--- config.mk ---
export PLATFORM = sky130hd
export DESIGN_NAME = audio_clk_prescaler
export DESIGN_NICKNAME = d
export VERILOG_FILES = /design/src/rtl/acp_pkg.sv /design/src/rtl/acp_phase_gen.sv /design/src/rtl/acp_bclk_gen.sv /design/src/rtl/acp_ws_gen.sv /design/src/rtl/audio_clk_prescaler.sv
export SDC_FILE = /design/constraint.sdc
export NUM_CORES = 1
export LEC_CHECK = 0
export BUFFER_PORTS_ARGS = -buffer_cell sky130_fd_sc_hd__buf_4
export CAP_MARGIN = 20
export CORE_MARGIN = 2
export CORE_UTILIZATION = 30
export DETAILED_ROUTE_END_ITERATION = 12
export PLACE_DENSITY = 0.5
export SLEW_MARGIN = 40
export SYNTH_ARGS = -nofsm -noshare
export SYNTH_HDL_FRONTEND = slang
export SYNTH_SLANG_ARGS = --single-unit
--- constraint.sdc ---
create_clock -name clk_src -period 2.3 [get_ports clk_src]
set_input_delay 0.46 -clock clk_src [delete_from_list [all_inputs] [get_ports clk_src]]
set_output_delay 0.46 -clock clk_src [all_outputs]
set_load 0.02 [all_outputs]
--- src/rtl/acp_pkg.sv ---
package acp_pkg;
    localparam int unsigned DIV_W         = 8;
    localparam int unsigned PH_W          = DIV_W + 1;
    localparam int unsigned CH_SHORT      = 16;
    localparam int unsigned CH_LONG       = 32;
    localparam int unsigned MCK_PER_FRAME = 256;
    // master-clock periods per bit-clock half period
    localparam int unsigned HALF_SHORT    = MCK_PER_FRAME / (4 * CH_SHORT);
    localparam int unsigned HALF_LONG     = MCK_PER_FRAME / (4 * CH_LONG);
    localparam int unsigned RC_W          = (HALF_SHORT > 2) ? $clog2(HALF_SHORT) : 1;
    localparam int unsigned BIT_W         = $clog2(CH_LONG);
    localparam int unsigned MIN_DIV       = 2;

    typedef enum logic [1:0] {PH_IDLE, PH_HIGH, PH_LOW} phase_e;
    typedef enum logic [1:0] {BK_OFF, BK_PASS, BK_DIV_HI, BK_DIV_LO} bck_e;
    typedef enum logic {WS_LEFT, WS_RIGHT} ws_e;

    typedef struct packed {
        logic [DIV_W-1:0] div;
        logic             odd;
        logic             mck_en;
        logic             ch32;
    } acp_cfg_t;

    localparam acp_cfg_t CFG_RESET = '{div: DIV_W'(MIN_DIV), odd: 1'b0, mck_en: 1'b0, ch32: 1'b0};

    function automatic acp_cfg_t acp_sanitize(logic [DIV_W-1:0] d, logic o, logic m, logic c);
        acp_cfg_t r;
        r.mck_en = m;
        r.ch32   = c;
        if (d < DIV_W'(MIN_DIV)) begin
            r.div = DIV_W'(MIN_DIV);
            r.odd = 1'b0;
        end else begin
            r.div = d;
            r.odd = o;
        end
        return r;
    endfunction
endpackage

--- src/rtl/acp_phase_gen.sv ---
module acp_phase_gen
    import acp_pkg::*;
(
    input  logic             clk,
    input  logic             rst_n,
    input  logic             en,
    input  logic [DIV_W-1:0] div,
    input  logic             odd,
    output logic             base_o,
    output logic             rise_evt,
    output logic             fall_evt
);
    phase_e          state_q, state_d;
    logic [PH_W-1:0] cnt_q, cnt_d;
    logic [PH_W-1:0] hi_len, lo_len;

    assign hi_len = {1'b0, div};
    assign lo_len = {1'b0, div} + PH_W'(odd);

    always_comb begin
        state_d  = state_q;
        cnt_d    = cnt_q;
        rise_evt = 1'b0;
        fall_evt = 1'b0;
        if (!en) begin
            state_d = PH_IDLE;
            cnt_d   = '0;
        end else begin
            unique case (state_q)
                PH_IDLE: begin
                    state_d  = PH_HIGH;
                    cnt_d    = PH_W'(1);
                    rise_evt = 1'b1;
                end
                PH_HIGH: begin
                    if (cnt_q == hi_len) begin
                        state_d  = PH_LOW;
                        cnt_d    = PH_W'(1);
                        fall_evt = 1'b1;
                    end else begin
                        cnt_d = cnt_q + PH_W'(1);
                    end
                end
                PH_LOW: begin
                    if (cnt_q == lo_len) begin
                        state_d  = PH_HIGH;
                        cnt_d    = PH_W'(1);
                        rise_evt = 1'b1;
                    end else begin
                        cnt_d = cnt_q + PH_W'(1);
                    end
                end
                default: begin
                    state_d = PH_IDLE;
                    cnt_d   = '0;
                end
            endcase
        end
    end

    always_ff @(posedge clk or negedge rst_n) begin
        if (!rst_n) begin
            state_q <= PH_IDLE;
            cnt_q   <= '0;
        end else begin
            state_q <= state_d;
            cnt_q   <= cnt_d;
        end
    end

    always_comb base_o = (state_q == PH_HIGH);

    // a running phase never counts past its programmed length
    assert_cnt_bound_R2: assert property (@(posedge clk) disable iff (!rst_n)
        (state_q != PH_IDLE) |-> (cnt_q >= PH_W'(1) && cnt_q <= lo_len));

    // the high phase holds until DIV cycles have passed
    assert_high_hold_R2: assert property (@(posedge clk) disable iff (!rst_n)
        (en && state_q == PH_HIGH && cnt_q < hi_len) |=> base_o);
endmodule

--- src/rtl/acp_bclk_gen.sv ---
module acp_bclk_gen
    import acp_pkg::*;
(
    input  logic clk,
    input  logic rst_n,
    input  logic en,
    input  logic mck_en,
    input  logic ch32,
    input  logic base,
    input  logic rise_evt,
    input  logic fall_evt,
    output logic mck_o,
    output logic bck_o,
    output logic bck_fall_evt
);
    bck_e            state_q, state_d;
    logic [RC_W-1:0] rc_q, rc_d;
    logic [RC_W-1:0] rc_last;

    assign rc_last = ch32 ? RC_W'(HALF_LONG - 1) : RC_W'(HALF_SHORT - 1);

    always_comb begin
        state_d      = state_q;
        rc_d         = rc_q;
        bck_fall_evt = 1'b0;
        if (!en) begin
            state_d = BK_OFF;
            rc_d    = '0;
        end else begin
            if (state_q != BK_OFF && state_q != BK_PASS && rise_evt)
                rc_d = (rc_q == rc_last) ? '0 : rc_q + RC_W'(1);
            unique case (state_q)
                BK_OFF: begin
                    if (!mck_en) begin
                        state_d = BK_PASS;
                    end else if (rise_evt) begin
                        state_d = BK_DIV_HI;
                        rc_d    = (rc_last == '0) ? '0 : RC_W'(1);
                    end
                end
                BK_PASS: bck_fall_evt = fall_evt;
                BK_DIV_HI: begin
                    if (rise_evt && rc_q == '0) begin
                        state_d      = BK_DIV_LO;
                        bck_fall_evt = 1'b1;
                    end
                end
                BK_DIV_LO: begin
                    if (rise_evt && rc_q == '0) state_d = BK_DIV_HI;
                end
                default: state_d = BK_OFF;
            endcase
        end
    end

    always_ff @(posedge clk or negedge rst_n) begin
        if (!rst_n) begin
            state_q <= BK_OFF;
            rc_q    <= '0;
        end else begin
            state_q <= state_d;
            rc_q    <= rc_d;
        end
    end

    always_comb begin
        mck_o = (state_q == BK_DIV_HI || state_q == BK_DIV_LO) ? base : 1'b0;
        bck_o = (state_q == BK_PASS) ? base : (state_q == BK_DIV_HI);
    end

    // no master clock toggles while it is switched off
    assert_mck_quiet_R4: assert property (@(posedge clk) disable iff (!rst_n)
        !mck_en |-> !mck_o);

    // in master-clock mode the bit clock only moves on a master-clock rise or on disable
    assert_bck_on_mck_rise_R5: assert property (@(posedge clk) disable iff (!rst_n)
        ($past(en) && mck_en && !$stable(bck_o)) |-> $rose(mck_o));
endmodule

--- src/rtl/acp_ws_gen.sv ---
module acp_ws_gen
    import acp_pkg::*;
(
    input  logic clk,
    input  logic rst_n,
    input  logic en,
    input  logic ch32,
    input  logic bck_fall_evt,
    output logic ws_o
);
    ws_e              state_q, state_d;
    logic [BIT_W-1:0] bit_q, bit_d;
    logic [BIT_W-1:0] bit_last;

    assign bit_last = ch32 ? BIT_W'(CH_LONG - 1) : BIT_W'(CH_SHORT - 1);

    always_comb begin
        state_d = state_q;
        bit_d   = bit_q;
        if (!en) begin
            state_d = WS_LEFT;
            bit_d   = '0;
        end else if (bck_fall_evt) begin
            if (bit_q == bit_last) begin
                bit_d = '0;
                unique case (state_q)
                    WS_LEFT:  state_d = WS_RIGHT;
                    WS_RIGHT: state_d = WS_LEFT;
                    default:  state_d = WS_LEFT;
                endcase
            end else begin
                bit_d = bit_q + BIT_W'(1);
            end
        end
    end

    always_ff @(posedge clk or negedge rst_n) begin
        if (!rst_n) begin
            state_q <= WS_LEFT;
            bit_q   <= '0;
        end else begin
            state_q <= state_d;
            bit_q   <= bit_d;
        end
    end

    always_comb ws_o = (state_q == WS_RIGHT);

    // bit counter never exceeds the selected channel length
    assert_bit_bound_R7: assert property (@(posedge clk) disable iff (!rst_n)
        bit_q <= bit_last);
endmodule

--- src/rtl/audio_clk_prescaler.sv ---
module audio_clk_prescaler
    import acp_pkg::*;
(
    input  logic             clk_src,
    input  logic             rst_n,
    input  logic             enable,
    input  logic [DIV_W-1:0] div_i,
    input  logic             odd_i,
    input  logic             mck_en_i,
    input  logic             ch32_i,
    output logic             mck_o,
    output logic             bck_o,
    output logic             ws_o
);
    acp_cfg_t cfg_q;
    logic     base, rise_evt, fall_evt, bck_fall_evt;

    always_ff @(posedge clk_src or negedge rst_n) begin
        if (!rst_n)       cfg_q <= CFG_RESET;
        else if (!enable) cfg_q <= acp_sanitize(div_i, odd_i, mck_en_i, ch32_i);
    end

    acp_phase_gen u_phase (
        .clk      (clk_src),
        .rst_n    (rst_n),
        .en       (enable),
        .div      (cfg_q.div),
        .odd      (cfg_q.odd),
        .base_o   (base),
        .rise_evt (rise_evt),
        .fall_evt (fall_evt)
    );

    acp_bclk_gen u_bclk (
        .clk          (clk_src),
        .rst_n        (rst_n),
        .en           (enable),
        .mck_en       (cfg_q.mck_en),
        .ch32         (cfg_q.ch32),
        .base         (base),
        .rise_evt     (rise_evt),
        .fall_evt     (fall_evt),
        .mck_o        (mck_o),
        .bck_o        (bck_o),
        .bck_fall_evt (bck_fall_evt)
    );

    acp_ws_gen u_ws (
        .clk          (clk_src),
        .rst_n        (rst_n),
        .en           (enable),
        .ch32         (cfg_q.ch32),
        .bck_fall_evt (bck_fall_evt),
        .ws_o         (ws_o)
    );

    // a low enable silences every output after the edge
    assert_idle_low_R8: assert property (@(posedge clk_src) disable iff (!rst_n)
        !enable |=> (!mck_o && !bck_o && !ws_o));

    // the captured configuration is frozen while running
    assert_cfg_hold_R9: assert property (@(posedge clk_src) disable iff (!rst_n)
        enable |=> $stable(cfg_q));

    // the divider in use is always legal
    assert_legal_div_R3: assert property (@(posedge clk_src) disable iff (!rst_n)
        cfg_q.div >= DIV_W'(MIN_DIV));

    // word select changes only together with a bit-clock fall
    assert_ws_on_fall_R7: assert property (@(posedge clk_src) disable iff (!rst_n)
        ($past(enable) && !$stable(ws_o)) |-> $fell(bck_o));
endmodule

Word level (Yosys, flattened, before mapping)
Index checks and enable logic that the tools add are counted.
{"block": "op_classes", "n_bitwise": 1, "muxes": 41, "shifts": 0, "n_reduce_logical": 12, "add_sub_neg": 4, "div": 0, "eq_ne": 18, "order_cmp": 1, "mul": 0}
{"op": "$mux 9", "count": 4}
{"op": "$mux 2", "count": 15}
{"op": "$pmux 9 s3", "count": 1}
{"op": "$mux 5", "count": 4}
{"op": "$mux 1", "count": 12}
{"op": "$pmux 2 s3", "count": 2}
{"op": "$add 8x1->9", "count": 1}
{"op": "$add 9x1->9 const B", "count": 1}
{"op": "$eq 9x8->1", "count": 1}
{"op": "$eq 9x9->1", "count": 1}
{"op": "$ne 3x2->1 const B", "count": 3}
{"op": "$logic_not 2->1", "count": 4}
{"op": "$lt 8x2->1 const B", "count": 1}
{"op": "$eq 2x2->1 const B", "count": 3}
{"op": "$ne 2x1->1 const B", "count": 3}
{"op": "$pmux 1 s2", "count": 3}
{"op": "$add 5x1->5 const B", "count": 1}
{"op": "$eq 5x5->1", "count": 1}
{"op": "$eq 2x1->1 const B", "count": 2}
{"op": "$ne 4x1->1 const B", "count": 1}
{"op": "$ne 4x3->1 const B", "count": 1}
{"op": "$reduce_and 2->1", "count": 2}
{"op": "$reduce_and 4->1", "count": 1}
{"op": "$logic_and 1x1->1", "count": 3}
{"op": "other kinds (6)", "count": 6}
{"block": "totals", "rom_bits": 0, "mem_bits_rw": 0, "latchBits": 0, "elab_cells": 87, "inputBits": 14, "output_inout_bits": 3, "mem_count": 0, "reg_bits": 32}

Longest topological paths before layout
Gate-level depths: netlist (run 1).
{"block": "depth", "word_depth": 11, "mapped_depth": 8}

Hierarchy
A second synthesis (run 1) with hierarchy kept.
{"block": "unflattened", "hier_cells": 206, "hier_area_um2": 2094.5}
{"module": "acp_phase_gen", "n_inst": 1, "area_each_um2": 919.6, "cells_per_inst": 100}
{"module": "audio_clk_prescaler", "n_inst": 1, "area_each_um2": 449.2, "cells_per_inst": 28}
{"module": "acp_bclk_gen", "n_inst": 1, "area_each_um2": 382.9, "cells_per_inst": 45}
{"module": "acp_ws_gen", "n_inst": 1, "area_each_um2": 342.8, "cells_per_inst": 33}

Least setup slack after synthesis (run 1)
OpenSTA, ideal clock, no wires.
{"block": "synth_path", "path_kind": "flip-flop to flip-flop", "from": "reg cfg_q[3] (netlist name)", "to": "reg u_bclk.rc_q[0]", "stages_incl_launch_ff": 9, "setup_slack_ns": -0.254, "synth_period_minus_slack_ns": 2.554, "t_arrival_ns": 2.477, "path_buffers": 0, "cell_sequence": "dfrtp_1 > ha_1 > ha_1 > o21ba_2 > a221oi_1 > o2111ai_1 > a211o_4 > or3b_1 > a21oi_1"}
{"block": "synth_via", "elab_chain_cells": 11}
{"item": "from (decl)", "line": "audio_clk_prescaler.sv:15", "text": "acp_cfg_t cfg_q;"}
{"item": "from (signal assigned)", "line": "audio_clk_prescaler.sv:20", "text": "else if (!enable) cfg_q <= acp_sanitize(div_i, odd_i, mck_en_i, ch32_i);"}
{"item": "$add 8x1->9 (*)", "line": "acp_phase_gen.sv:18", "text": "assign lo_len = {1'b0, div} + PH_W'(odd);"}
{"item": "$eq 9x9->1 (*)", "line": "acp_phase_gen.sv:45", "text": "if (cnt_q == lo_len) begin"}
{"item": "$mux 1 (*)", "line": "acp_phase_gen.sv:45"}
{"item": "$pmux 1 s2 (*)", "line": "acp_phase_gen.sv:29", "text": "unique case (state_q)"}
{"item": "$mux 1 (*)", "line": "acp_phase_gen.sv:25", "text": "if (!en) begin"}
{"item": "$logic_and 1x1->1", "line": "acp_bclk_gen.sv:30", "text": "if (state_q != BK_OFF && state_q != BK_PASS && rise_evt)"}
{"item": "$mux 2", "line": "acp_bclk_gen.sv:30"}
{"item": "$mux 2", "line": "acp_bclk_gen.sv:36", "text": "end else if (rise_evt) begin"}
{"item": "$mux 2", "line": "acp_bclk_gen.sv:34", "text": "if (!mck_en) begin"}
{"item": "$mux 2 (*)", "line": "acp_bclk_gen.sv:32", "text": "unique case (state_q)"}
{"item": "$mux 2 (*)", "line": "acp_bclk_gen.sv:26", "text": "if (!en) begin"}
{"item": "named net u_bclk.rc_d[0]", "line": "acp_bclk_gen.sv:17", "text": "logic [RC_W-1:0] rc_q, rc_d;"}
{"item": "to (signal assigned)", "line": "acp_bclk_gen.sv:62", "text": "rc_q <= rc_d;"}
{"item": "to (decl)", "line": "acp_bclk_gen.sv:17"}
The timed path passes the listed nets; every way through them passes the cells marked *.
A chain may end at the register's enable or synchronous reset.

Final worst setup path (run 1)
{"block": "layout_path", "from": "reg cfg_q[2] (netlist name)", "to": "reg u_ws.bit_q[1]"}
{"block": "layout_via", "elab_chain_cells": 10}
{"item": "$add 8x1->9", "line": "acp_phase_gen.sv:18"}
{"item": "$eq 9x9->1", "line": "acp_phase_gen.sv:45"}
{"item": "$mux 1", "line": "acp_phase_gen.sv:45"}
{"item": "$pmux 1 s2", "line": "acp_phase_gen.sv:29"}
{"item": "$mux 1", "line": "acp_phase_gen.sv:25"}
{"item": "$logic_and 1x1->1", "line": "acp_bclk_gen.sv:43", "text": "if (rise_evt && rc_q == '0) begin"}
{"item": "$mux 1", "line": "acp_bclk_gen.sv:43"}
{"item": "$pmux 1 s2", "line": "acp_bclk_gen.sv:32"}
{"item": "$mux 1", "line": "acp_bclk_gen.sv:26"}
{"item": "$ne 2x1->1 (no line)"}
{"item": "to (signal assigned)", "line": "acp_ws_gen.sv:43", "text": "bit_q <= bit_d;"}
{"item": "to (decl)", "line": "acp_ws_gen.sv:12", "text": "logic [BIT_W-1:0] bit_q, bit_d;"}
No other way between the ends.

==> impl_results.md, run 1 <==
- Status: complete, but fails checks
- Failing checks: negative setup slack
- Die area: 7924 um^2
- TritonCTS clock tree: yes
- PwrDens: 648.8 nW/um^2
- Die H: 89.02 um
- R2R Path End: u_ws.bit_q[1]
- Synth warnings: 0
- Post-Synthesis Cells: 231
- Slew Limit Fails: 0
- Min Clock Period, post-route: 2397 ps
- Commonest cells after routing, fill and taps aside: buf_4, dfrtp_1, nand2_1, nor2_1, nand3_1
- Reg-to-reg startpoint: cfg_q[2]
- Worst-margin pin slew: 446.1 ps
- Slowest CP cell: dfrtp_1
- Sequential cell area: 802.0 um^2
- Mean Syn Cell Area: 9.387 um^2
- Final Hold Vio Count: 0
- # setup viols final: 16
- GR peak layer: met2
- Critical Path AT: 2600 ps
- Drt drc: 0
- Hold/Removal Path Class: in2async
- Main combinational cell family by area after synthesis: simple AND/OR/NAND/NOR gates
- Most used cell, CP: ha_4
- Area of the multi-input gates: 1369 um^2
- Final net count: 291
- Drt first pass iters: 4
- Tcrit/Tclk final: 104.2%
- Place WS: -139.7 ps
- Total clock sinks: 32
- Fill cells: 711
- Max_cap viols: 0
- Worst-Skew Late Latency: 290 ps
- Area post-placement: 2576 um^2
- Setup TNS: -576.5 ps
- Grt total ovfl: 0
- CP Cell Sequence: ha_4 -> ha_4 -> o21ba_2 -> a221oi_2 -> o2111ai_2 -> buf_4 -> a2111oi_4 -> or2_4 -> mux2i_1
- Via density: 4.953
- Library cells used by synthesis: 55
- Commonest non-fill, non-tap cell in the layout: buf_4
- TritonCTS buffer count: 5
- Num rows: 30
- EDFF count, synth: 0
- CP Class: reg2reg
- Flop-to-flop setup slack: -100 ps
- Critical path startpoint category: flop
- Iteration-0 DRC count of the detailed router: 84
- Gr usage total: 13.70%
- Post-DP HPWL: 3605 um
- Worst-path clk slew: 70 ps
- RSZ-0062 raised after global routing: true
- Met2 Use GR: 22.66%
- Port bufs: 16
- Post-synth net total: 254
- Post-Route Skew: 9.015 ps
- Die Width: 89.02 um
- Crit-path max FO: 6
- Async set-reset flop share out of synthesis: 100.0%
- Power consumption: 1.769 mW
- Final design utilization: 39.47%
- Final antenna-violating net count: 0
- Clock root buffer master: clkbuf_8
- Peak Freq: 417.1 MHz
- CTS H-Tree Depth: 2
- Design area: 2726 um^2
- Data required, critical path: 2500 ps
- Complex-gate fraction of the synthesized area: 17.02%
- Routed WL per cell: 13.56 um
- Initial antenna violation count: 0
- Xor/xnor share of the synthesized area: 8.078%
- Setup ws final: -97.28 ps
- GP Congestion: 0.8308
- CTS max path bufs: 2
- Synth Flop Type: dfrtp_1
- Sequential element share of the synthesized area: 36.99%
- Synthesized cell area: 2168 um^2
- Critical Path Max Stage Delay: 410 ps
- Vias in the first global route: 1812
- Final WL: 4950 um
- Ports: 17
- Met3 Usage GRT: 2.770%
- Post-synthesis mux area share: 7.444%
- R2R depth: 9
- GR Layer Usage met1: 18.62%
- Area Overhead vs Synth: 25.74%
- Synth Register Bits: 32
- Area of the core: 6907 um^2
- Leak Pwr: 1.149 nW
- Vias: 1808
- Pin count of the biggest net entering global routing: 33
- Setup crit end kind: flop
- Starting Density: 31.39%
- Ant. Diodes: 0
- Simple-gate portion of the synthesized area: 21.41%
- VDD IR-drop max: 452.8 uV
- First-pass GRT wire length: 8514 um
- Share of cells above drive strength 1: 27.14%
- Adder-cell area share of the yosys netlist: 5.193%
- Slew headroom: 70.05%
final cells by class:
| class | count | share of cell area, % |
|---|---|---|
| clock buffers | 8 | 3.304 |
| inverters | 9 | 1.239 |
| multi-input cells | 179 | 50.21 |
| flip-flops and latches | 32 | 29.42 |
| well taps | 96 | 4.406 |
| repair buffers | 41 | 11.43 |
state kept, by name, summed over array words and instances, names as in the netlist:
signal / cells
cfg_q: 11
u_phase.cnt_q: 9
u_ws.bit_q: 5
u_bclk.rc_q: 2
u_bclk.state_q: 2
u_phase.state_q: 2
u_ws.ws_o: 1
critical path: cells and delay by family, from the launching register on:
| kind | cells | cell delay, ps |
|---|---|---|
| AO/OA/AOI/OAI | 4 | 990 |
| buffers and inverters | 1 | 180 |
| adder cells (fa/ha/maj) | 2 | 370 |
| multiplexers | 1 | 170 |
| flip-flops | 1 | 410 |
| AND/OR/NAND/NOR | 1 | 200 |
worst max path at each step:
stage,start,to,slack (ps),cells after the start
after global routing,cfg_q[2],u_ws.bit_q[1],-240,9
final,cfg_q[2],u_ws.bit_q[1],-100,9
after floorplan,cfg_q[3],u_phase.cnt_q[2],-30,8
after detailed placement,cfg_q[4],u_ws.bit_q[1],-140,8
after CTS,cfg_q[2],u_ws.bit_q[1],-130,9
after global placement,cfg_q[2],u_bclk.rc_q[0],-80,8
per-layer routing:
layer / share of wire [%] / vias to the layer above
met5: 0 / -
met4: 0.65 / 0
met3: 3.4 / 4
met2: 47 / 25
met1: 49 / 878
li1: - / 901
synth_stat cells, drive strengths merged (2+ instances only):
cell type | instances | area [um^2]
inv | 9 | 33.78
mux2 | 9 | 101.4
a211o | 3 | 35.04
a21oi | 9 | 45.04
buf | 6 | 31.28
nand2 | 20 | 75.07
clkbuf | 5 | 18.77
nand2b | 6 | 37.54
nor3 | 5 | 25.02
and2 | 2 | 12.51
o21ai | 8 | 40.04
a211oi | 2 | 15.01
dfrtp | 31 | 775.7
nor2 | 14 | 52.55
a22o | 2 | 17.52
xor2 | 13 | 113.9
nor4 | 4 | 25.02
ha | 9 | 112.6
nand4 | 3 | 18.77
and3 | 3 | 18.77
nor2b | 6 | 37.54
nand3 | 14 | 70.07
a31oi | 5 | 37.53
mux2i | 6 | 60.06
or3 | 2 | 12.51
nand3b | 2 | 15.01
o22ai | 2 | 12.51
xnor2 | 7 | 61.31
o211ai | 2 | 15.01
metrics by stage:
step	instances	hold WS, ps
finish	365	114.9
global route	365	145.7
CTS	364	127.2
detailed placement	356	435.9
global placement	356	438.3
floorplan	231	164.4
cells by family (layout without fill, tap and decap cells):
logic type / Yosys count / after routing
xor gates and xnor gates: 20 / 20
buffers and inverters: 20 / 58
AOI/OAI and AO/OA: 46 / 46
muxes: 15 / 15
adders and majority gates: 9 / 9
and+or+nand+nor: 89 / 89
DFF: 32 / 32
timing repair:
action	in CTS	in global routing
pin swaps	6	2
hold buffers	0	0
gates cloned	0	0
endpoints found under the setup margin	17	18
resized for setup	8	4
hold endpoints to repair	0	0
setup buffers	0	1
power breakdown:
group	internal (mW)	total, mW	switching, mW
Sequential	0.611	0.680	0.0683
Clock	0.244	0.458	0.214
Combinational	0.299	0.632	0.332
Note: power is estimated with default switching activity, not from simulation.
==> inputs of run 2 (changes only) <==
--- a/config.mk
+++ b/config.mk
@@ -7,6 +7,7 @@
 export LEC_CHECK = 0
 export BUFFER_PORTS_ARGS = -buffer_cell sky130_fd_sc_hd__buf_4
 export CAP_MARGIN = 20
+export CORE_ASPECT_RATIO = 1.5
 export CORE_MARGIN = 2
 export CORE_UTILIZATION = 30
 export DETAILED_ROUTE_END_ITERATION = 12
==> run 2 against run 1 <==
Against the previous run:
- the run still ends with negative setup slack left
- die area is 0.18% higher
- first-iteration DRC count is 33% lower
- combinational power is 0.6% higher
- hold slack worse by 7.8 ps
- register-to-register slack hardly changed
- critical path depth is 1 higher
- sequential cell count stayed put
- count of clock-buffer cells in the layout is 1 lower
- critical endpoint is now u_ws.bit_q[0]
- via count is 2.0% higher
- non-clock buffer count is 2 higher
==> impl_results.md, run 2 (synthesis results as in run 1) <==
- Max_cap viols: 0
- Hold/Removal Path Class: in2async
- Worst-path clk slew: 70 ps
- PwrDens: 682.5 nW/um^2
- Final WL: 5482 um
- Final net count: 293
- Comb pwr share: 33.0%
- Port bufs: 16
- Dpl cells: 340
- Crit-path max FO: 6
- Worst-Skew Late Latency: 290 ps
- TritonCTS clock tree: yes
- Area of the core: 7132 um^2
- # setup viols final: 9
- Fill cells: 717
- Ant. Diodes: 0
- Clock root buffer master: clkbuf_8
- Pin count of the biggest net entering global routing: 33
- Status: complete, but fails checks
- Vias in the first global route: 1943
- Num rows: 38
- Slew Limit Fails: 0
- Final Hold Vio Count: 0
- Post-Route Skew: 7.725 ps
- Post-DP HPWL: 4032 um
- Peak Freq: 417.4 MHz
- Sequential cell area: 802.0 um^2
- Clock group share of total power: 31.6%
- Setup crit end kind: flop
- Share of cells above drive strength 1: 33.21%
- Critical path startpoint category: flop
- Critical Path AT: 2580 ps
- Drt drc: 0
- Die area: 7938 um^2
- Initial antenna violation count: 0
- Power consumption: 1.931 mW
- Post-route insts no fill: 351
- Total clock sinks: 32
- Final design utilization: 39.67%
- CTS H-Tree Depth: 2
- TritonCTS buffer count: 5
- Switching Fraction: 33.00%
- Switching power: 0.6371 mW
- Setup ws final: -95.75 ps
- Sequential share of power: 35.5%
- Starting Density: 30.40%
- Final antenna-violating net count: 0
- Iteration-0 DRC count of the detailed router: 56
- Gr usage total: 15.57%
- Failing checks: negative setup slack
- Area of the multi-input gates: 1436 um^2
- Commonest non-fill, non-tap cell in the layout: buf_4
- Via density: 5.256
- GP Congestion: 0.8690
- CP Class: reg2reg
- Worst-margin pin slew: 524.6 ps
- RSZ-0062 raised after global routing: true
- Ports: 17
- First-pass GRT wire length: 9425 um
- Biggest register: cfg_q
- VDD IR-drop max: 430.0 uV
- Slew headroom: 64.77%
- Area Overhead vs Synth: 30.47%
- Die H: 108.1 um
- Hold_buf cts: 0
- Leak Pwr: 1.183 nW
- Top Registers: cfg_q: 11 flops, u_phase.cnt_q: 9 flops, u_ws.bit_q: 5 flops
- Die Width: 73.42 um
- Drt first pass iters: 4
- P_int: 1.294 mW
- Tcrit/Tclk final: 104.2%
- Commonest cells after routing, fill and taps aside: buf_4, dfrtp_1, nand2_1, nand3_1, xor2_1
- Vias: 1845
- Routed WL per cell: 15.62 um
- Data required, critical path: 2480 ps
- Grt total ovfl: 0
- Max reg flops: 11
- CTS max path bufs: 2
- Min Clock Period, post-route: 2396 ps
==> run 2: cell count changes in the layout (fill, tap and decap cells not counted), sizes merged <==
cell / before / now
buf: 41 / 43
bufinv: 0 / 1
clkbuf: 8 / 7
==> run 2: power groups by stage <==
| stage | sequential [mW] | clock, mW | combinational (mW) |
|---|---|---|---|
| 2_1_floorplan | 0.667 | 0 | 0.441 |
| 3_3_place_gp | 0.696 | 0 | 0.607 |
| 3_5_place_dp | 0.696 | 0 | 0.611 |
| 4_1_cts | 0.686 | 0.624 | 0.633 |
| 5_1_grt | 0.697 | 0.650 | 0.714 |
| 6_report | 0.685 | 0.610 | 0.636 |
==> run 2: timing repair <==
item | CTS | global route
setup endpoints to repair | 17 | 18
pin swaps | 6 | 10
setup buffers | 3 | 0
resized for setup | 16 | 16
==> run 2: layout make-up <==
cell class,count,share of cell area (%)
tap,80,3.538
clock inverter,1,1.061
inverter,9,1.194
multi-input combinational,179,50.77
sequential,32,28.35
clock buffer,7,3.406
timing repair buffer,43,11.68
==> run 2: critical path, cell delays in order (launching register included) <==
cell and delay, ps:
dfstp_2 590, ha_4 190, nand2_2 80, buf_4 140
or3_4 360, o2111ai_2 90, buf_4 170, a2111oi_4 40
buf_4 160, or3_1 300, and3_1 170
==> run 2: path summary, 6_finish.rpt <==
| path | startpoint | to | slack (ps) | depth (start not counted) |
|---|---|---|---|---|
| min in group clk_src | div_i[1] | cfg_q[4] | 390 | 3 |
| hold reg to reg | u_ws.ws_o | u_ws.ws_o | 560 | 2 |
| hold / removal | rst_n | cfg_q[6] | 110 | 1 |
| max in group asynchronous | rst_n | cfg_q[4] | 1860 | 1 |
| setup reg to reg | cfg_q[4] | u_ws.bit_q[0] | -100 | 10 |
| setup / recovery | cfg_q[4] | u_ws.bit_q[0] | -100 | 10 |
==> run 2: layer usage <==
metal / up-vias / GRT usage, % / routed length, um
met1: 894 / 17.26 / 2176
met2: 24 / 27.80 / 3025
li1: 914 / - / -
met3: 13 / 2.796 / 95
met4: 0 / 7.792 / 185
met5: - / 0 / 0
==> run 2: through the flow <==
step	setup WS, ps	hold WS [ps]	instance area [um^2]	TNS (ps)
after global placement	-117.0	430.2	2556	-1381
after CTS	-100.1	121.8	2776	-580.6
after floorplan	-28.20	164.4	2208	-253.1
after global routing	-243.2	135.3	2829	-1976
final	-95.75	107.2	2829	-429.3
after detailed placement	-99.43	438.0	2556	-1289
